$ cat src/rtl/twin_timer_pkg.sv
package twin_timer_pkg;

  typedef enum logic [1:0] {
    MODE_SPLIT   = 2'b00,
    MODE_CASCADE = 2'b01,
    MODE_PPG     = 2'b10,
    MODE_PWM     = 2'b11
  } timerMode_e;

  // strobes from control to datapath, valid for one clock
  typedef struct packed {
    logic flush;
    logic stepA;
    logic clearA;
    logic stepB;
    logic clearB;
    logic loadBuf;
    logic setOut;
    logic clrOut;
    logic toggleOut;
    logic pulseA;
    logic pulseB;
  } timerCtl_s;

endpackage

$ cat src/rtl/twin_timer_dp.sv
module twin_timer_dp
  import twin_timer_pkg::*;
#(
  parameter int W = 8
) (
  input  logic         clk,
  input  logic         rstN,
  input  timerCtl_s    ctl,
  input  logic [W-1:0] cmpValA,
  input  logic [W-1:0] cmpValB,
  output logic [W-1:0] cntA,
  output logic         eqA,
  output logic         eqB,
  output logic         eqAB,
  output logic         eqBuf,
  output logic         fullA,
  output logic         matchA,
  output logic         matchB,
  output logic         timerOut
);

  logic [W-1:0] cntAQ, cntBQ, bufQ;
  logic         outQ, matchAQ, matchBQ;

  always_ff @(posedge clk or negedge rstN) begin
    if (!rstN) begin
      cntAQ   <= '0;
      cntBQ   <= '0;
      bufQ    <= '0;
      outQ    <= 1'b0;
      matchAQ <= 1'b0;
      matchBQ <= 1'b0;
    end else if (ctl.flush) begin
      cntAQ   <= '0;
      cntBQ   <= '0;
      bufQ    <= '0;
      outQ    <= 1'b0;
      matchAQ <= 1'b0;
      matchBQ <= 1'b0;
    end else begin
      if (ctl.clearA)     cntAQ <= '0;
      else if (ctl.stepA) cntAQ <= cntAQ + 1'b1;
      if (ctl.clearB)     cntBQ <= '0;
      else if (ctl.stepB) cntBQ <= cntBQ + 1'b1;
      if (ctl.loadBuf)    bufQ  <= cmpValA;
      if (ctl.setOut)         outQ <= 1'b1;
      else if (ctl.clrOut)    outQ <= 1'b0;
      else if (ctl.toggleOut) outQ <= ~outQ;
      matchAQ <= ctl.pulseA;
      matchBQ <= ctl.pulseB;
    end
  end

  assign cntA     = cntAQ;
  assign eqA      = (cntAQ == cmpValA);
  assign eqB      = (cntBQ == cmpValB);
  assign eqAB     = (cntAQ == cmpValB);
  assign eqBuf    = (cntAQ == bufQ);
  assign fullA    = &cntAQ;
  assign matchA   = matchAQ;
  assign matchB   = matchBQ;
  assign timerOut = outQ;

endmodule

$ cat src/rtl/twin_timer_ctrl.sv
module twin_timer_ctrl
  import twin_timer_pkg::*;
#(
  parameter int W       = 8,
  parameter int SYNC_FF = 2
) (
  input  logic         clk,
  input  logic         rstN,
  input  logic         modeWrEn,
  input  logic [7:0]   modeWrData,
  input  logic [3:0]   tapEn,
  input  logic         extPin,
  input  logic [W-1:0] cntA,
  input  logic         eqA,
  input  logic         eqB,
  input  logic         eqAB,
  input  logic         eqBuf,
  input  logic         fullA,
  output timerCtl_s    ctl
);

  localparam int SYNC_LEN = SYNC_FF + 1;

  logic [7:0]          cfgQ;
  logic [SYNC_LEN-1:0] syncQ;
  timerMode_e          mode;
  logic [1:0]          period, clkASel, clkBSel;
  logic                extEdge, enA, enB, aEvent, hit16, endP, midP, wrapA;
  logic [W-1:0]        lastCnt;

  always_ff @(posedge clk or negedge rstN) begin
    if (!rstN) begin
      cfgQ  <= '0;
      syncQ <= '0;
    end else begin
      if (modeWrEn) cfgQ <= modeWrData;
      syncQ <= {syncQ[SYNC_LEN-2:0], extPin};
    end
  end

  assign mode    = timerMode_e'(cfgQ[7:6]);
  assign period  = cfgQ[5:4];
  assign clkBSel = cfgQ[3:2];
  assign clkASel = cfgQ[1:0];
  assign extEdge = syncQ[SYNC_LEN-2] & ~syncQ[SYNC_LEN-1];

  always_comb begin
    unique case (clkASel)
      2'b00:   enA = extEdge;
      2'b01:   enA = tapEn[0];
      2'b10:   enA = tapEn[1];
      default: enA = tapEn[2];
    endcase

    lastCnt = {W{1'b1}} >> (2'd3 - period);
    wrapA   = enA & (cntA == lastCnt) & (period != 2'b00);
    aEvent  = (mode == MODE_PWM) ? wrapA : (enA & eqA);

    unique case (clkBSel)
      2'b00:   enB = aEvent;
      2'b01:   enB = tapEn[0];
      2'b10:   enB = tapEn[2];
      default: enB = tapEn[3];
    endcase

    hit16 = enA & eqA & eqB;
    endP  = enA & eqAB;
    midP  = enA & eqA & ~eqAB;

    ctl = '0;
    if (modeWrEn) begin
      ctl.flush = 1'b1;
    end else begin
      unique case (mode)
        MODE_CASCADE: begin
          ctl.clearA = hit16;
          ctl.clearB = hit16;
          ctl.pulseB = hit16;
          ctl.stepA  = enA & ~hit16;
          ctl.stepB  = enA & ~hit16 & fullA;
        end
        MODE_PPG: begin
          ctl.clearA    = endP;
          ctl.stepA     = enA & ~endP;
          ctl.toggleOut = endP | midP;
          ctl.pulseA    = midP;
          ctl.pulseB    = endP;
        end
        default: begin
          // timer B is a plain interval timer in split and PWM modes
          ctl.stepB  = enB & ~eqB;
          ctl.clearB = enB & eqB;
          ctl.pulseB = enB & eqB;
          if (mode == MODE_SPLIT) begin
            ctl.stepA  = enA & ~eqA;
            ctl.clearA = enA & eqA;
            ctl.pulseA = enA & eqA;
          end else if (period == 2'b00) begin
            ctl.clrOut = 1'b1;
          end else begin
            ctl.clearA  = wrapA;
            ctl.stepA   = enA & ~wrapA;
            ctl.setOut  = wrapA;
            ctl.loadBuf = wrapA;
            ctl.pulseA  = wrapA;
            ctl.clrOut  = enA & ~wrapA & eqBuf;
          end
        end
      endcase
    end
  end

endmodule

$ cat src/rtl/twin_timer.sv
module twin_timer
  import twin_timer_pkg::*;
#(
  parameter int W = 8
) (
  input  logic         clk,
  input  logic         rstN,
  input  logic         modeWrEn,
  input  logic [7:0]   modeWrData,
  input  logic [W-1:0] cmpValA,
  input  logic [W-1:0] cmpValB,
  input  logic [3:0]   tapEn,
  input  logic         extPin,
  output logic         matchA,
  output logic         matchB,
  output logic         timerOut
);

  timerCtl_s    ctl;
  logic [W-1:0] cntA;
  logic         eqA, eqB, eqAB, eqBuf, fullA;

  twin_timer_ctrl #(.W(W)) u_ctrl (
    .clk(clk), .rstN(rstN), .modeWrEn(modeWrEn), .modeWrData(modeWrData),
    .tapEn(tapEn), .extPin(extPin), .cntA(cntA), .eqA(eqA), .eqB(eqB),
    .eqAB(eqAB), .eqBuf(eqBuf), .fullA(fullA), .ctl(ctl)
  );

  twin_timer_dp #(.W(W)) u_dp (
    .clk(clk), .rstN(rstN), .ctl(ctl), .cmpValA(cmpValA), .cmpValB(cmpValB),
    .cntA(cntA), .eqA(eqA), .eqB(eqB), .eqAB(eqAB), .eqBuf(eqBuf),
    .fullA(fullA), .matchA(matchA), .matchB(matchB), .timerOut(timerOut)
  );

endmodule

$ cat config.mk
export PLATFORM = sky130hd
export DESIGN_NAME = twin_timer
export DESIGN_NICKNAME = d
export VERILOG_FILES = /design/src/rtl/twin_timer_pkg.sv /design/src/rtl/twin_timer_dp.sv /design/src/rtl/twin_timer_ctrl.sv /design/src/rtl/twin_timer.sv
export SDC_FILE = /design/constraint.sdc
export NUM_CORES = 1
export LEC_CHECK = 0
export BUFFER_PORTS_ARGS = -buffer_cell sky130_fd_sc_hd__buf_2
export CORE_ASPECT_RATIO = 1.4
export CORE_MARGIN = 1.5
export CORE_UTILIZATION = 52
export CTS_CLUSTER_DIAMETER = 120
export DETAILED_ROUTE_END_ITERATION = 8
export GPL_TIMING_DRIVEN = 0
export PLACE_DENSITY = 0.74
export SETUP_SLACK_MARGIN = 0.3
export SLEW_MARGIN = 10
export SYNTH_ARGS = -nofsm -noshare
export SYNTH_HDL_FRONTEND = slang
export SYNTH_SLANG_ARGS = --single-unit
$ cat constraint.sdc
create_clock -name clk -period 2.22 [get_ports clk]
set_input_delay 0.666 -clock clk [delete_from_list [all_inputs] [get_ports clk]]
set_output_delay 0.666 -clock clk [all_outputs]
set_load 0.01 [all_outputs]
Yosys cells after proc, flatten, opt, wreduce, memory -nomap -nowiden
Index checks and enable logic that the tools add are counted.
{"block": "word_totals", "regBits": 38, "out_inout_bits": 3}
{"block": "classes", "addsub": 3, "n_eq_ne": 12, "n_shift": 1, "muxes": 32, "bitwise": 24, "reduce_logical": 11}
{"operator": "2-to-1 mux 8 bit", "n": 8}
{"operator": "== test 8 bit", "n": 5}
{"operator": "adder 8 x 1 -> 8 bit, second input constant", "n": 2}
{"operator": "bitwise AND 1 bit", "n": 15}
{"operator": "2-to-1 mux 1 bit", "n": 12}
{"operator": "2-to-1 mux 10 bit", "n": 1}
{"operator": "== test 2 bit, second input constant", "n": 4}
{"operator": "zero test 2 bit", "n": 4}
{"operator": "NOT 1 bit", "n": 8}
{"operator": "case mux 2 bit (2 select lines)", "n": 2}
{"operator": "AND reduction 8 bit", "n": 1}
{"operator": ">> shifter 8 x 2 -> 8 bit, first input constant", "n": 1}
{"operator": "== test 2 x 1 -> 1 bit, second input constant", "n": 3}
{"operator": "2-to-1 mux 2 bit", "n": 3}
{"operator": "2-to-1 mux 3 bit", "n": 2}
{"operator": "case mux 1 bit (3 select lines)", "n": 2}
{"operator": "nonzero test 3 bit", "n": 2}
{"operator": "case mux 1 bit (2 select lines)", "n": 2}
{"operator": "nonzero test 2 bit", "n": 2}
{"operator": "nonzero test 4 bit", "n": 1}
{"operator": "OR reduction 2 bit", "n": 1}
{"operator": "subtractor 2 bit, first input constant", "n": 1}
{"operator": "OR 1 bit", "n": 1}

Longest topological paths before layout
{"block": "depth", "ltp_word": 16, "ltp_mapped": 9}

By module
Synthesis repeated with hierarchy kept, for this count alone.
{"block": "unflattened", "cells_unflattened": 252, "hier_area_um2": 2417.3}
{"mod": "twin_timer_dp", "instances": 1, "cells_each": 166, "area_per_inst_um2": 1606.5}
{"mod": "twin_timer_ctrl", "instances": 1, "cells_each": 86, "area_per_inst_um2": 810.8}

Least setup slack after synthesis
No wires, ideal clock.
{"block": "synth_timing", "kind": "reg2reg", "startpoint": "register u_ctrl.cfgQ[6]", "endpoint": "register u_dp.cntBQ[7]", "t_arrival_ns": 2.264, "required_ns": 2.142, "path_slack_ns": -0.122, "stages_incl_launch_ff": 10, "path_buffers": 1, "cell_sequence": "dfrtp_1 -> inv_1 -> ha_1 -> clkbuf_1 -> nor4b_1 -> nand4_1 -> a21oi_4 -> nor2_2 -> or4_1 -> a21oi_1"}
{"block": "synth_between", "elab_chain_cells": 8, "word_cells_on_any_way": 12, "cone_classes": "eq/ne: 3; mux: 6; bitwise: 2; reduce/logical: 1"}
{"item": "from (decl)", "line": "twin_timer_ctrl.sv:24", "rtl": "logic [7:0] cfgQ;"}
{"item": "from (signal assigned)", "line": "twin_timer_ctrl.sv:36", "rtl": "if (modeWrEn) cfgQ <= modeWrData;"}
{"item": "== test 2 bit", "line": "twin_timer_ctrl.sv:57", "rtl": "aEvent = (mode == MODE_PWM) ? wrapA : (enA & eqA);"}
{"item": "2-to-1 mux 1 bit", "line": "twin_timer_ctrl.sv:57"}
{"item": "case mux 1 bit (3 select lines)", "line": "twin_timer_ctrl.sv:59", "rtl": "unique case (clkBSel)"}
{"item": "bitwise AND 1 bit", "line": "twin_timer_ctrl.sv:92", "rtl": "ctl.clearB = enB & eqB;"}
{"item": "case mux 2 bit (2 select lines) (*)", "line": "twin_timer_ctrl.sv:74", "rtl": "unique case (mode)"}
{"item": "2-to-1 mux 10 bit (*)", "line": "twin_timer_ctrl.sv:71", "rtl": "if (modeWrEn) begin"}
{"item": "2-to-1 mux 8 bit", "line": "twin_timer_dp.sv:43", "rtl": "if (ctl.clearB) cntBQ <= '0;"}
{"item": "2-to-1 mux 8 bit", "line": "twin_timer_dp.sv:33", "rtl": "end else if (ctl.flush) begin"}
{"item": "to (signal assigned)", "line": "twin_timer_dp.sv:44", "rtl": "else if (ctl.stepB) cntBQ <= cntBQ + 1'b1;"}
{"item": "to (decl)", "line": "twin_timer_dp.sv:22", "rtl": "logic [W-1:0] cntAQ, cntBQ, bufQ;"}
Mark *: on every way between the ends. The rest lies on a longest branch, timed or not.
A chain may end at the register's enable or synchronous reset.

Final worst setup path
{"block": "layout_timing", "startpoint": "register u_ctrl.cfgQ[7]", "endpoint": "register u_dp.cntBQ[5]"}
Same word-level chain as after synthesis.

==> results.yml <==
status:
  status: "completed"
sta:
  fin_skew_ns: 0.009271
  final.setup.tns_ns: 0
  worst_slew_pin_slew_ns: 0.8739
  slew_violations: 0
  final_hold_viol_count: 0
  layout_worst_path_cycle_share_pct: 99.30
  setup_violations: 0
  max_freq_mhz: 453.6
  fin_hold_ws_ns: 0.3708
  rsz0062_at_grt: "true"
  max_slew_margin_pct: 41.74
  layout_min_cycle_time_ns: 2.205
pwr:
  ir_worst_vdd_uv: 496.3
  leakage_uw: 0.001569
  power_density_nw_per_um2: 533.5
  power_uw: 1766
yosys:
  avgSynthCellArea_um2: 10.05
  ys_seq_area_share_pct: 39.11
  yosysMostFrequentCell: "dfrtp_1"
  synthArstFlopShare_pct: 100.0
  ys_types: 43
  ys_ff_latch: 38
  synth_top_area_cell: "dfrtp_1"
  syn_nets: 280
  synth_ff_type: "dfrtp_1"
  netlist_instances: 242
  synth_edf_count: 0
  synth_common_cells: "38 x dfrtp_1, 36 x xor2_1, 28 x nor2_1"
  yosys.area.top_type_share_pct: 39.11
  ys_top_cells_by_area: "dfrtp_1 39%, xor2_1 13%, mux2i_1 4.9%, nor2_1 4.3%, mux2_2 3.7%"
  synth_warnings: 0
  netlist_area_um2: 2431
critical_path:
  start_kind: "flip-flop"
  critPathKind: "reg2reg"
  regToRegStartpoint: "u_ctrl.cfgQ[7]$_DFFE_PN0P_"
  cp_max_fo: 4
  crit_chain: "inv_2, ha_4, clkbuf_16, nor4b_4, nand4_1, a21oi_4, nor2_4, buf_4, or3_1, a21oi_2"
  r2r_slack_ns: 0.02
  cp_slowest_cell: "dfrtp_1"
  required_ns: 2.44
  reg2reg_depth: 10
  reg2reg_to: "u_dp.cntBQ[5]$_DFFE_PN0P_"
  cp-end-kind: "flip-flop"
  path_buf_inv: 3
  arrival_ns: 2.42
  path_delay_family: "simple AND/OR/NAND/NOR gates"
  cpPeakStageDelay_ns: 0.39
detailed_routing:
  dr_total_vias: 2010
  wl_um: 5707
  drt_iter0_markers: 64
  routedWlPerCell_um: 15.34
  first_pass_iters: 4
  routed_via_density: 5.403
  drc: 0
  drtAntennaViolNets: 0
clock_tree:
  cts_buffer_depth: 2
  numCtsBuffers: 5
  clock_latency_ns: 0.29
  hold_buffers: 0
  h-tree-depth: 2
  clockRootBuffer: "clkbuf_8"
  cts_tree: "yes"
  path_clk_slew_ns: 0.08
  clock_sinks: 38
cells_and_area:
  drive_above_1_share_pct: 44.19
  diodes: 0
  synthToLayoutAreaGrowth_pct: 36.18
  fin_nets: 347
  nFillCells: 335
worst_hold_path:
  hold_path_startpoint: "u_ctrl.syncQ[0]$_DFF_PN0_"
  hold_path_end: "u_ctrl.syncQ[1]$_DFF_PN0_"
  hold_path.class: "reg2reg"
  min_path_cells: 0
die:
  core_um2: 4499
  initial_core_util_pct: 54.03
  die_w_um: 60.79
  ioPinCount: 35
  rows: 29
  die_h_um: 83.90
  die_area_um2: 5100
placed_design:
  gp_congestion: 0.7941
  io_buffer_count: 34
  dp.final_hpwl_um: 3843
global_routing:
  grt_max_degree: 39
  grt_pass1_vias: 2064
  grt_util_all_layers_pct: 23.65
  antenna_found_initial: 0
  overflow: 0
  grt_pass1_wl_um: 9232
job:
  drv_cap: 0
-- final cells by class --
type,instances,area [um2],area share [%]
multi-input cells,184,1628,49.17
well taps,62,77.57,2.343
repair buffers,60,380.4,11.49
clock buffers,7,86.33,2.608
plain buffers,15,163.9,4.951
flip-flops and latches,38,950.9,28.72
clock inverters,1,5.005,0.1512
inverters,5,18.77,0.5669
-- worst register-to-register path, cell delays in order, from the launching register on --
cell       delay, ns
dfrtp_1         0.39
inv_2           0.09
ha_4            0.21
clkbuf_16       0.15
nor4b_4         0.20
nand4_1         0.21
a21oi_4         0.23
nor2_4          0.06
buf_4           0.13
or3_1           0.32
a21oi_2         0.13
-- cells by family (layout without fill, tap and decap cells) --
logic type / after synthesis / count (layout) / synth area share (%)
AOI/OAI and AO/OA: 33 / 33 / 9.522
adders and majority gates: 6 / 6 / 3.088
buffers and inverters: 20 / 88 / 4.323
and+or+nand+nor: 78 / 78 / 17.81
DFF: 38 / 38 / 39.11
muxes: 21 / 21 / 9.573
xor gates and xnor gates: 46 / 46 / 16.57
-- how the worst max path moves through the flow --
stage | startpoint | endpoint | cells past startpoint
global placement | cmpValA[0] | u_dp.cntBQ[1]$_DFFE_PN0P_ | 8
CTS | u_dp.cntA[5]$_DFFE_PN0P_ | u_dp.cntBQ[7]$_DFFE_PN0P_ | 8
finish | u_ctrl.cfgQ[7]$_DFFE_PN0P_ | u_dp.cntBQ[5]$_DFFE_PN0P_ | 10
global route | u_ctrl.cfgQ[6]$_DFFE_PN0P_ | u_dp.cntBQ[7]$_DFFE_PN0P_ | 9
detailed placement | cmpValA[0] | u_dp.cntBQ[7]$_DFFE_PN0P_ | 8
floorplan | cmpValA[0] | u_dp.cntBQ[7]$_DFFE_PN0P_ | 7
-- cells in the final DEF, fill, tap and decap left out, types with 5 or more instances in the layout --
cell and count:
buf_2 34, buf_4 28, buf_6 6, clkbuf_8 7, dfrtp_1 38, ha_1 5, mux2_2 7, mux2i_1 11
nand2_1 10, nand4_1 7, nor2_1 25, o21ai_2 6, xnor2_1 10, xor2_1 31
-- layer usage --
| metal | wire length (um) | track usage (%) |
|---|---|---|
| met1 | 2349 | 29.32 |
| met2 | 3033 | 39.20 |
| met5 | 0 | 0 |
| met3 | 178 | 4.341 |
| met4 | 146 | 9.486 |
-- power breakdown --
group,total (uW),switching (uW),internal [uW]
registers,767,37.5,730
logic,505,254,251
clock network,493,243,251
-- timing repair --
action / 4_1_cts / 5_1_grt
resized for setup: 19 / 25
hold endpoints to repair: 0 / 0
buffers inserted: 15 / 11
endpoints found under the setup margin: 21 / 26
pin swaps: 20 / 24
-- through the flow --
| stage | area (um2) | util, % | cells | worst slack (ns) |
|---|---|---|---|---|
| 3_5_place_dp | 2854 | 63.43 | 338 | -0.3561 |
| 2_1_floorplan | 2606 | - | 242 | -0.002462 |
| 4_1_cts | 3141 | 69.80 | 361 | -0.02323 |
| 5_1_grt | 3311 | 73.58 | 372 | -0.08702 |
| 3_3_place_gp | 2854 | 63.43 | 338 | -0.3326 |
| 6_report | 3311 | 73.58 | 372 | 0.01545 |
-- flip-flops by register name, indices dropped and copies added, names as in the netlist --
register and count:
u_dp.bufQ 8, u_dp.matchA 1, u_dp.matchB 1, u_dp.cntA 8
u_ctrl.syncQ 3, u_dp.cntBQ 8, u_dp.timerOut 1, u_ctrl.cfgQ 8
(Power assumes the default switching activity.)
